==> src/rtl/ebs_pkg.sv <==
package ebs_pkg;

  typedef struct packed {
    logic neg;
    logic big;
  } ebs_range_t;

  function automatic int unsigned ebs_bias(input int unsigned exp_w);
    return (32'd1 << (exp_w - 1)) - 32'd1;
  endfunction

endpackage

==> src/rtl/ebs_cells.sv <==
// Adder cells
module ebs_half_add (
  input  logic a,
  input  logic b,
  output logic s,
  output logic co
);
  assign s  = a ^ b;
  assign co = a & b;
endmodule

module ebs_full_add (
  input  logic a,
  input  logic b,
  input  logic ci,
  output logic s,
  output logic co
);
  assign s  = a ^ b ^ ci;
  assign co = (a & b) | (ci & (a ^ b));
endmodule

// Subtractor cell for a subtrahend bit fixed at 1
module ebs_sub_one (
  input  logic s,
  input  logic bi,
  output logic d,
  output logic bo
);
  assign d  = ~(s ^ bi);
  assign bo = ~s | bi;
endmodule

// Subtractor cell for a subtrahend bit fixed at 0
module ebs_sub_zero (
  input  logic s,
  input  logic bi,
  output logic d,
  output logic bo
);
  assign d  = s ^ bi;
  assign bo = ~s & bi;
endmodule

==> src/rtl/ebs_ripple_add.sv <==
module ebs_ripple_add #(
  parameter int W = 8
) (
  input  logic [W-1:0] a,
  input  logic [W-1:0] b,
  output logic [W:0]   sum
);
  logic [W-1:0] carry;

  for (genvar i = 0; i < W; i++) begin : g_bit
    if (i == 0) begin : g_half
      ebs_half_add u_cell (
        .a(a[i]), .b(b[i]), .s(sum[i]), .co(carry[i])
      );
    end else begin : g_full
      ebs_full_add u_cell (
        .a(a[i]), .b(b[i]), .ci(carry[i-1]), .s(sum[i]), .co(carry[i])
      );
    end
  end

  assign sum[W] = carry[W-1];
endmodule

==> src/rtl/ebs_bias_sub.sv <==
module ebs_bias_sub #(
  parameter int          W = 9,
  parameter int unsigned K = 127
) (
  input  logic [W-1:0] minuend,
  output logic [W-1:0] diff,
  output logic         borrow
);
  logic [W:0] bchain;
  assign bchain[0] = 1'b0;

  for (genvar i = 0; i < W; i++) begin : g_cell
    if (((K >> i) & 32'd1) != 32'd0) begin : g_one
      ebs_sub_one u_cell (
        .s(minuend[i]), .bi(bchain[i]), .d(diff[i]), .bo(bchain[i+1])
      );
    end else begin : g_zero
      ebs_sub_zero u_cell (
        .s(minuend[i]), .bi(bchain[i]), .d(diff[i]), .bo(bchain[i+1])
      );
    end
  end

  assign borrow = bchain[W];
endmodule

==> src/rtl/exp_bias_adder.sv <==
module exp_bias_adder
  import ebs_pkg::*;
#(
  parameter int EXP_W = 8
) (
  input  logic                    clk,
  input  logic                    rst,
  input  logic [EXP_W-1:0]        exp_a,
  input  logic [EXP_W-1:0]        exp_b,
  output logic signed [EXP_W+1:0] res_exp,
  output logic                    borrow_out,
  output logic                    neg_flag,
  output logic                    big_flag
);
  localparam int          SUM_W   = EXP_W + 1;
  localparam int          RES_W   = EXP_W + 2;
  localparam int unsigned BIAS    = ebs_bias(EXP_W);
  localparam int unsigned TOP_EXP = (32'd1 << EXP_W) - 32'd1;

  logic [SUM_W-1:0] raw_sum;
  logic [SUM_W-1:0] unbiased;
  logic             chain_borrow;
  ebs_range_t       rng;
  logic [RES_W-1:0] res_d;

  ebs_ripple_add #(.W(EXP_W)) u_add (
    .a(exp_a), .b(exp_b), .sum(raw_sum)
  );

  ebs_bias_sub #(.W(SUM_W), .K(BIAS)) u_sub (
    .minuend(raw_sum), .diff(unbiased), .borrow(chain_borrow)
  );

  always_comb begin
    rng.neg = chain_borrow;
    rng.big = ~chain_borrow && (unbiased >= SUM_W'(TOP_EXP));
    res_d   = {chain_borrow, unbiased};
  end

  always_ff @(posedge clk) begin
    if (rst) begin
      res_exp    <= '0;
      borrow_out <= 1'b0;
      neg_flag   <= 1'b0;
      big_flag   <= 1'b0;
    end else begin
      res_exp    <= $signed(res_d);
      borrow_out <= chain_borrow;
      neg_flag   <= rng.neg;
      big_flag   <= rng.big;
    end
  end
endmodule

==> config.mk <==
export PLATFORM = sky130hd
export DESIGN_NAME = exp_bias_adder
export DESIGN_NICKNAME = d
export VERILOG_FILES = /design/src/rtl/ebs_pkg.sv /design/src/rtl/ebs_cells.sv /design/src/rtl/ebs_ripple_add.sv /design/src/rtl/ebs_bias_sub.sv /design/src/rtl/exp_bias_adder.sv
export SDC_FILE = /design/constraint.sdc
export NUM_CORES = 1
export LEC_CHECK = 0
export BUFFER_PORTS_ARGS = -buffer_cell sky130_fd_sc_hd__buf_2
export CAP_MARGIN = 10
export CELL_PAD_IN_SITES_DETAIL_PLACEMENT = 0
export CELL_PAD_IN_SITES_GLOBAL_PLACEMENT = 1
export CORE_MARGIN = 8
export CORE_UTILIZATION = 33
export DETAILED_ROUTE_END_ITERATION = 16
export PLACE_DENSITY = 0.86
export SETUP_SLACK_MARGIN = 0.4
export SLEW_MARGIN = 25
export SYNTH_ARGS = -nofsm -noshare
export SYNTH_HDL_FRONTEND = slang
export SYNTH_SLANG_ARGS = --single-unit
==> constraint.sdc <==
create_clock -name clk -period 4.8 [get_ports clk]
set_input_delay 0.72 -clock clk [delete_from_list [all_inputs] [get_ports clk]]
set_output_delay 0.72 -clock clk [all_outputs]
set_load 0.03 [all_outputs]
# [Word-level counts from Yosys, hierarchy flattened]
# Cells that the tools add are included.
[totals] register_bits=12 out_inout_bits=13
[op_classes] n_lt_le_gt_ge=1 bitwise_logic=69 reduce_logical=1
[op_table] op="bitwise XOR 1 bit" count=23
[op_table] op="bitwise AND 1 bit" count=17
[op_table] op="NOT 1 bit" count=16
[op_table] op="bitwise OR 1 bit" count=13
[op_table] op="greater-or-equal comparator 9 x 8 -> 1 bit (second input constant)" count=1
[op_table] op="logical AND 1 bit" count=1

# [Logic depth before layout (Yosys ltp)]
[logic_depth] ltp_word=19 depth_mapped=15

# [By module]
# From an unflattened synthesis, not the netlist that was laid out.
[unflattened] hier_cells=65 hier_area_um2=683.2
[modules_own_cells] mod="exp_bias_adder" n_inst=1 cells_each=28 area_per_inst_um2=339.1 seq_area_each_um2=220.2
[modules_own_cells] mod="ebs_full_add" n_inst=7 cells_each=1 area_per_inst_um2=20.0 seq_area_each_um2=0.0
[modules_own_cells] mod="ebs_sub_one" n_inst=7 cells_each=3 area_per_inst_um2=20.0 seq_area_each_um2=0.0
[modules_own_cells] mod="ebs_sub_zero" n_inst=2 cells_each=3 area_per_inst_um2=20.0 seq_area_each_um2=0.0
[modules_own_cells] mod="ebs_half_add" n_inst=1 cells_each=1 area_per_inst_um2=12.5 seq_area_each_um2=0.0
[modules_own_cells] mod="ebs_ripple_add" n_inst=1 cells_each=1 area_per_inst_um2=7.5 seq_area_each_um2=0.0
[modules_own_cells] mod="ebs_bias_sub" n_inst=1 cells_each=1 area_per_inst_um2=3.8 seq_area_each_um2=0.0

# [Worst setup path after synthesis]
# No wires, ideal clock.
[synth_timing] kind="in2reg" from="input exp_a[0]" to="register big_flag" setup_time_ns=0.084 arrival_ns=4.044 required_ns=4.716 slack_ns=0.672 cell_stages=15 path_buffers=0 path_cell_list="ha_1 > inv_1 > fa_1 > fa_1 > fa_1 > fa_1 > inv_1 > fa_1 > fa_1 > inv_1 > fa_1 > ha_1 > ha_1 > or3_1 > o31ai_2"
[synth_via] elab_chain_cells=19 elab_cells_between_ends=57
[synth_lines] element="from (decl)" line="exp_bias_adder.sv:8" text="input logic [EXP_W-1:0] exp_a,"
[synth_lines] element="bitwise AND 1 bit" line="ebs_cells.sv:9" text="assign co = a & b;"
[synth_lines] element="bitwise AND 1 bit" line="ebs_cells.sv:20" text="assign co = (a & b) | (ci & (a ^ b));"
[synth_lines] element="bitwise OR 1 bit" line="ebs_cells.sv:20"
[synth_lines] element="bitwise AND 1 bit" line="ebs_cells.sv:20"
[synth_lines] element="bitwise OR 1 bit" line="ebs_cells.sv:20"
[synth_lines] element="bitwise AND 1 bit" line="ebs_cells.sv:20"
[synth_lines] element="bitwise OR 1 bit" line="ebs_cells.sv:20"
[synth_lines] element="bitwise AND 1 bit" line="ebs_cells.sv:20"
[synth_lines] element="[... 3 more ...]"
[synth_lines] element="bitwise AND 1 bit" line="ebs_cells.sv:20"
[synth_lines] element="bitwise OR 1 bit" line="ebs_cells.sv:20"
[synth_lines] element="bitwise XOR 1 bit or bitwise AND 1 bit (tied branches)" line="ebs_cells.sv:19, ebs_cells.sv:20"
[synth_lines] element="NOT 1 bit or bitwise OR 1 bit (tied branches)" line="ebs_cells.sv:42, ebs_cells.sv:20"
[synth_lines] element="bitwise AND 1 bit or NOT 1 bit (tied branches)" line="ebs_cells.sv:42" text="assign bo = ~s & bi;"
[synth_lines] element="bitwise XOR 1 bit or bitwise AND 1 bit (tied branches)" line="ebs_cells.sv:41, ebs_cells.sv:42"
[synth_lines] element="greater-or-equal comparator 9 x 8 -> 1 bit or NOT 1 bit (tied branches)" line="exp_bias_adder.sv:36" text="rng.big = ~chain_borrow && (unbiased >= SUM_W'(TOP_EXP));"
[synth_lines] element="logical AND 1 bit *" line="exp_bias_adder.sv:36"
[synth_lines] element="to (signal assigned)" line="exp_bias_adder.sv:50" text="big_flag <= rng.big;"
[synth_lines] element="to (decl)" line="exp_bias_adder.sv:13" text="output logic big_flag"
# Every way passes the cells marked *; elsewhere a longest branch is shown, timed or not.
# A chain may end at the register's enable or synchronous reset.

# [Worst setup path in the final report]
# Ends and elaborated chain as after synthesis.

==> run summary <==
async set-reset flop share out of synthesis - 0%
clock network power share - 20.8%
Synth area leaders - dfxtp_1 (32%), fa_1 (20%), ha_1 (18%)
Max Buffers Root-to-Sink - 2
Logic pwr share - 40.5%
Placeable Area - 0.00196 mm^2
Unique masters post-synth - 14
vias in the first global route - 485
overall power - 280 uW
Synth top cells by count - inv_1 (19), dfxtp_1 (11), ha_1 (10)
Critical Path RT - 4.98 ns
MaxCap Viol Count - 0
Place WS - 0.445 ns
Flop pwr share - 38.7%
Worst Tran Pin Value - 0.179 ns
routed len/inst - 9.22 um
H-tree depth - 1
initial antenna violation count - 0
critical path capture point type - register
Site Rows - 16
RD Place Congestion - 0.766
IO buf count - 30
Final min period - 4.07 ns
cell count after synthesis - 65
global-route wire length before repair - 1.84 mm
final count of hold timing violations - 0
Worst setup SP type - primary input
Die Area - 0.00379 mm^2
Max transition margin - 88.1%
Resized cells post-CTS - 0
Ys Warns - 0
Die Ht - 61.6 um
GR Overflow Total - 0
Cell Pwr Density - 322 mW/mm^2
Worst path most repeated cell - fa_1
setup tns final - 0 ns
largest net degree at the start of global routing - 12
fin crit share - 84.8%
Crit-path slowest cell - fa_1
final setup fails - 0
clock transition at the registers of the reported paths - 0.06 ns
register area share after synthesis - 32.1%
CTS buffer count - 3
most frequent cell after synthesis - inv_1
top_reg_cell synth - dfxtp_1
outcome - finished, final reports clean
clock root buffer - clkbuf_4
Vias per Instance - 3.88
layout cells sized above 1 - 37.5%
Leakage Power - 0.000499 uW
I/O pin total - 31
diodes inserted - 0
Max rail drop VDD - 0.000122 V
Max Transition Viols Final - 0
RSZ-0062 raised after global routing - false
Fmax - 246 MHz
starting density of the core - 34.9%
dominant cell type by area after synthesis - dfxtp_1
P_int - 181 uW
CP cell instances - buf_2 > ha_1 > inv_1 > fa_1 > fa_1 > fa_1 > fa_1 > inv_1 > fa_1 > fa_1 > inv_1 > fa_1 > ha_1 > ha_1 > or3_1 > o31ai_2
flops & latches, synth - 11
hold path depth - 2
Crit path arrival time - 4.25 ns
Net Sw Frac - 35.2%
nets@finish - 132
Tot GR Track Use - 6.77%
TritonCTS clock tree - built
post-synth top area share - 32.1%
area of the mapped netlist - 686 um^2
DRC - 0
hpwl dp - 1.06 mm
Worst Hold Class - primary input to register
Num Clock Sinks - 11
Setup Crit Path Kind - primary input to register
die width - 61.6 um
worst-path fanout max - 2
hold buffer count at CTS - 0
Net Sw Power - 98.5 uW
Layout area overhead - 26.8%
Starting DRT DRC Count - 5
Detail Route Antenna Nets - 0
net count after synthesis - 100
CP max stage delay - 0.43 ns
Vias - 477
Syn Area/Cell - 10.5 um^2
1st-pass router iterations - 2
setup slack after layout - 0.729 ns
postcts setup bufs - 0
aggregate routed wire length - 1.13 mm
Post-synth EDFFs - 0
## critical path: cells and delay by family
| kind | cells | cell delay [ns] |
|---|---|---|
| AOI/OAI and AO/OA | 1 | 0.06 |
| and+or+nand+nor | 1 | 0.32 |
| buffers and inverters | 4 | 0.25 |
| adders and majority gates | 10 | 2.90 |
## power by group through the flow
stage | Clock, uW | Sequential [uW] | Combinational, uW
CTS | 60.7 | 109 | 117
floorplan | 0 | 141 | 53.9
global route | 67.5 | 110 | 129
global placement | 0 | 110 | 114
detailed placement | 0 | 111 | 115
finish | 58.3 | 108 | 113
## metrics by stage
stage          hold slack (ns)  cells  area, um^2  utilization, %
2_1_floorplan            0.904     65         686               -
3_3_place_gp              1.01    119         843            43.0
3_5_place_dp              1.01    119         843            43.0
4_1_cts                  0.732    123         870            44.3
5_1_grt                  0.749    123         870            44.3
6_report                 0.734    123         870            44.3
## kinds of logic (layout without fill, tap and decap cells)
| kind of cell | count (synthesis) | count (layout) | synth area share, % |
|---|---|---|---|
| AND/OR/NAND/NOR | 13 | 13 | 12.4 |
| AO/OA/AOI/OAI | 2 | 2 | 2.55 |
| flip-flops | 11 | 11 | 32.1 |
| adder cells (fa/ha/maj) | 17 | 17 | 38.7 |
| buffers and inverters | 22 | 53 | 14.2 |
## area by class of cell
| cell class | count | area [um^2] |
|---|---|---|
| clock buffer | 4 | 26.3 |
| inverter | 19 | 71.3 |
| tap | 27 | 33.8 |
| multi-input combinational | 32 | 368 |
| sequential | 11 | 220 |
| fill | 224 | 1090 |
| timing repair buffer | 30 | 150 |
## state kept, by name (all words and copies together), names as in the netlist
signal	flops
big_flag	1
res_exp	10
## cell usage in the layout, fill, tap and decap left out
cell / count
a21oi_1: 1
and2b_4: 1
and4b_1: 1
buf_2: 30
clkbuf_1: 1
clkbuf_4: 3
dfxtp_1: 11
fa_1: 7
ha_1: 10
inv_1: 19
nand3_2: 1
nor2_1: 3
nor2b_1: 6
o31ai_2: 1
or3_1: 1
## per-layer routing
metal | wire length [um] | part of all wire [%] | vias to the layer above | GRT usage [%]
li1 | - | - | 252 | -
met2 | 478 | 42 | 23 | 9.60
met1 | 459 | 40 | 198 | 7.54
met4 | 36 | 3.2 | 0 | 7.79
met5 | 0 | 0 | - | 0
met3 | 159 | 14 | 4 | 1.67
## path summary, 6_finish.rpt
check / startpoint / to / slack, ns
hold / removal: rst / res_exp[7] / 0.73
setup / recovery: exp_a[0] / big_flag / 0.73
(Power assumes the default switching activity.)
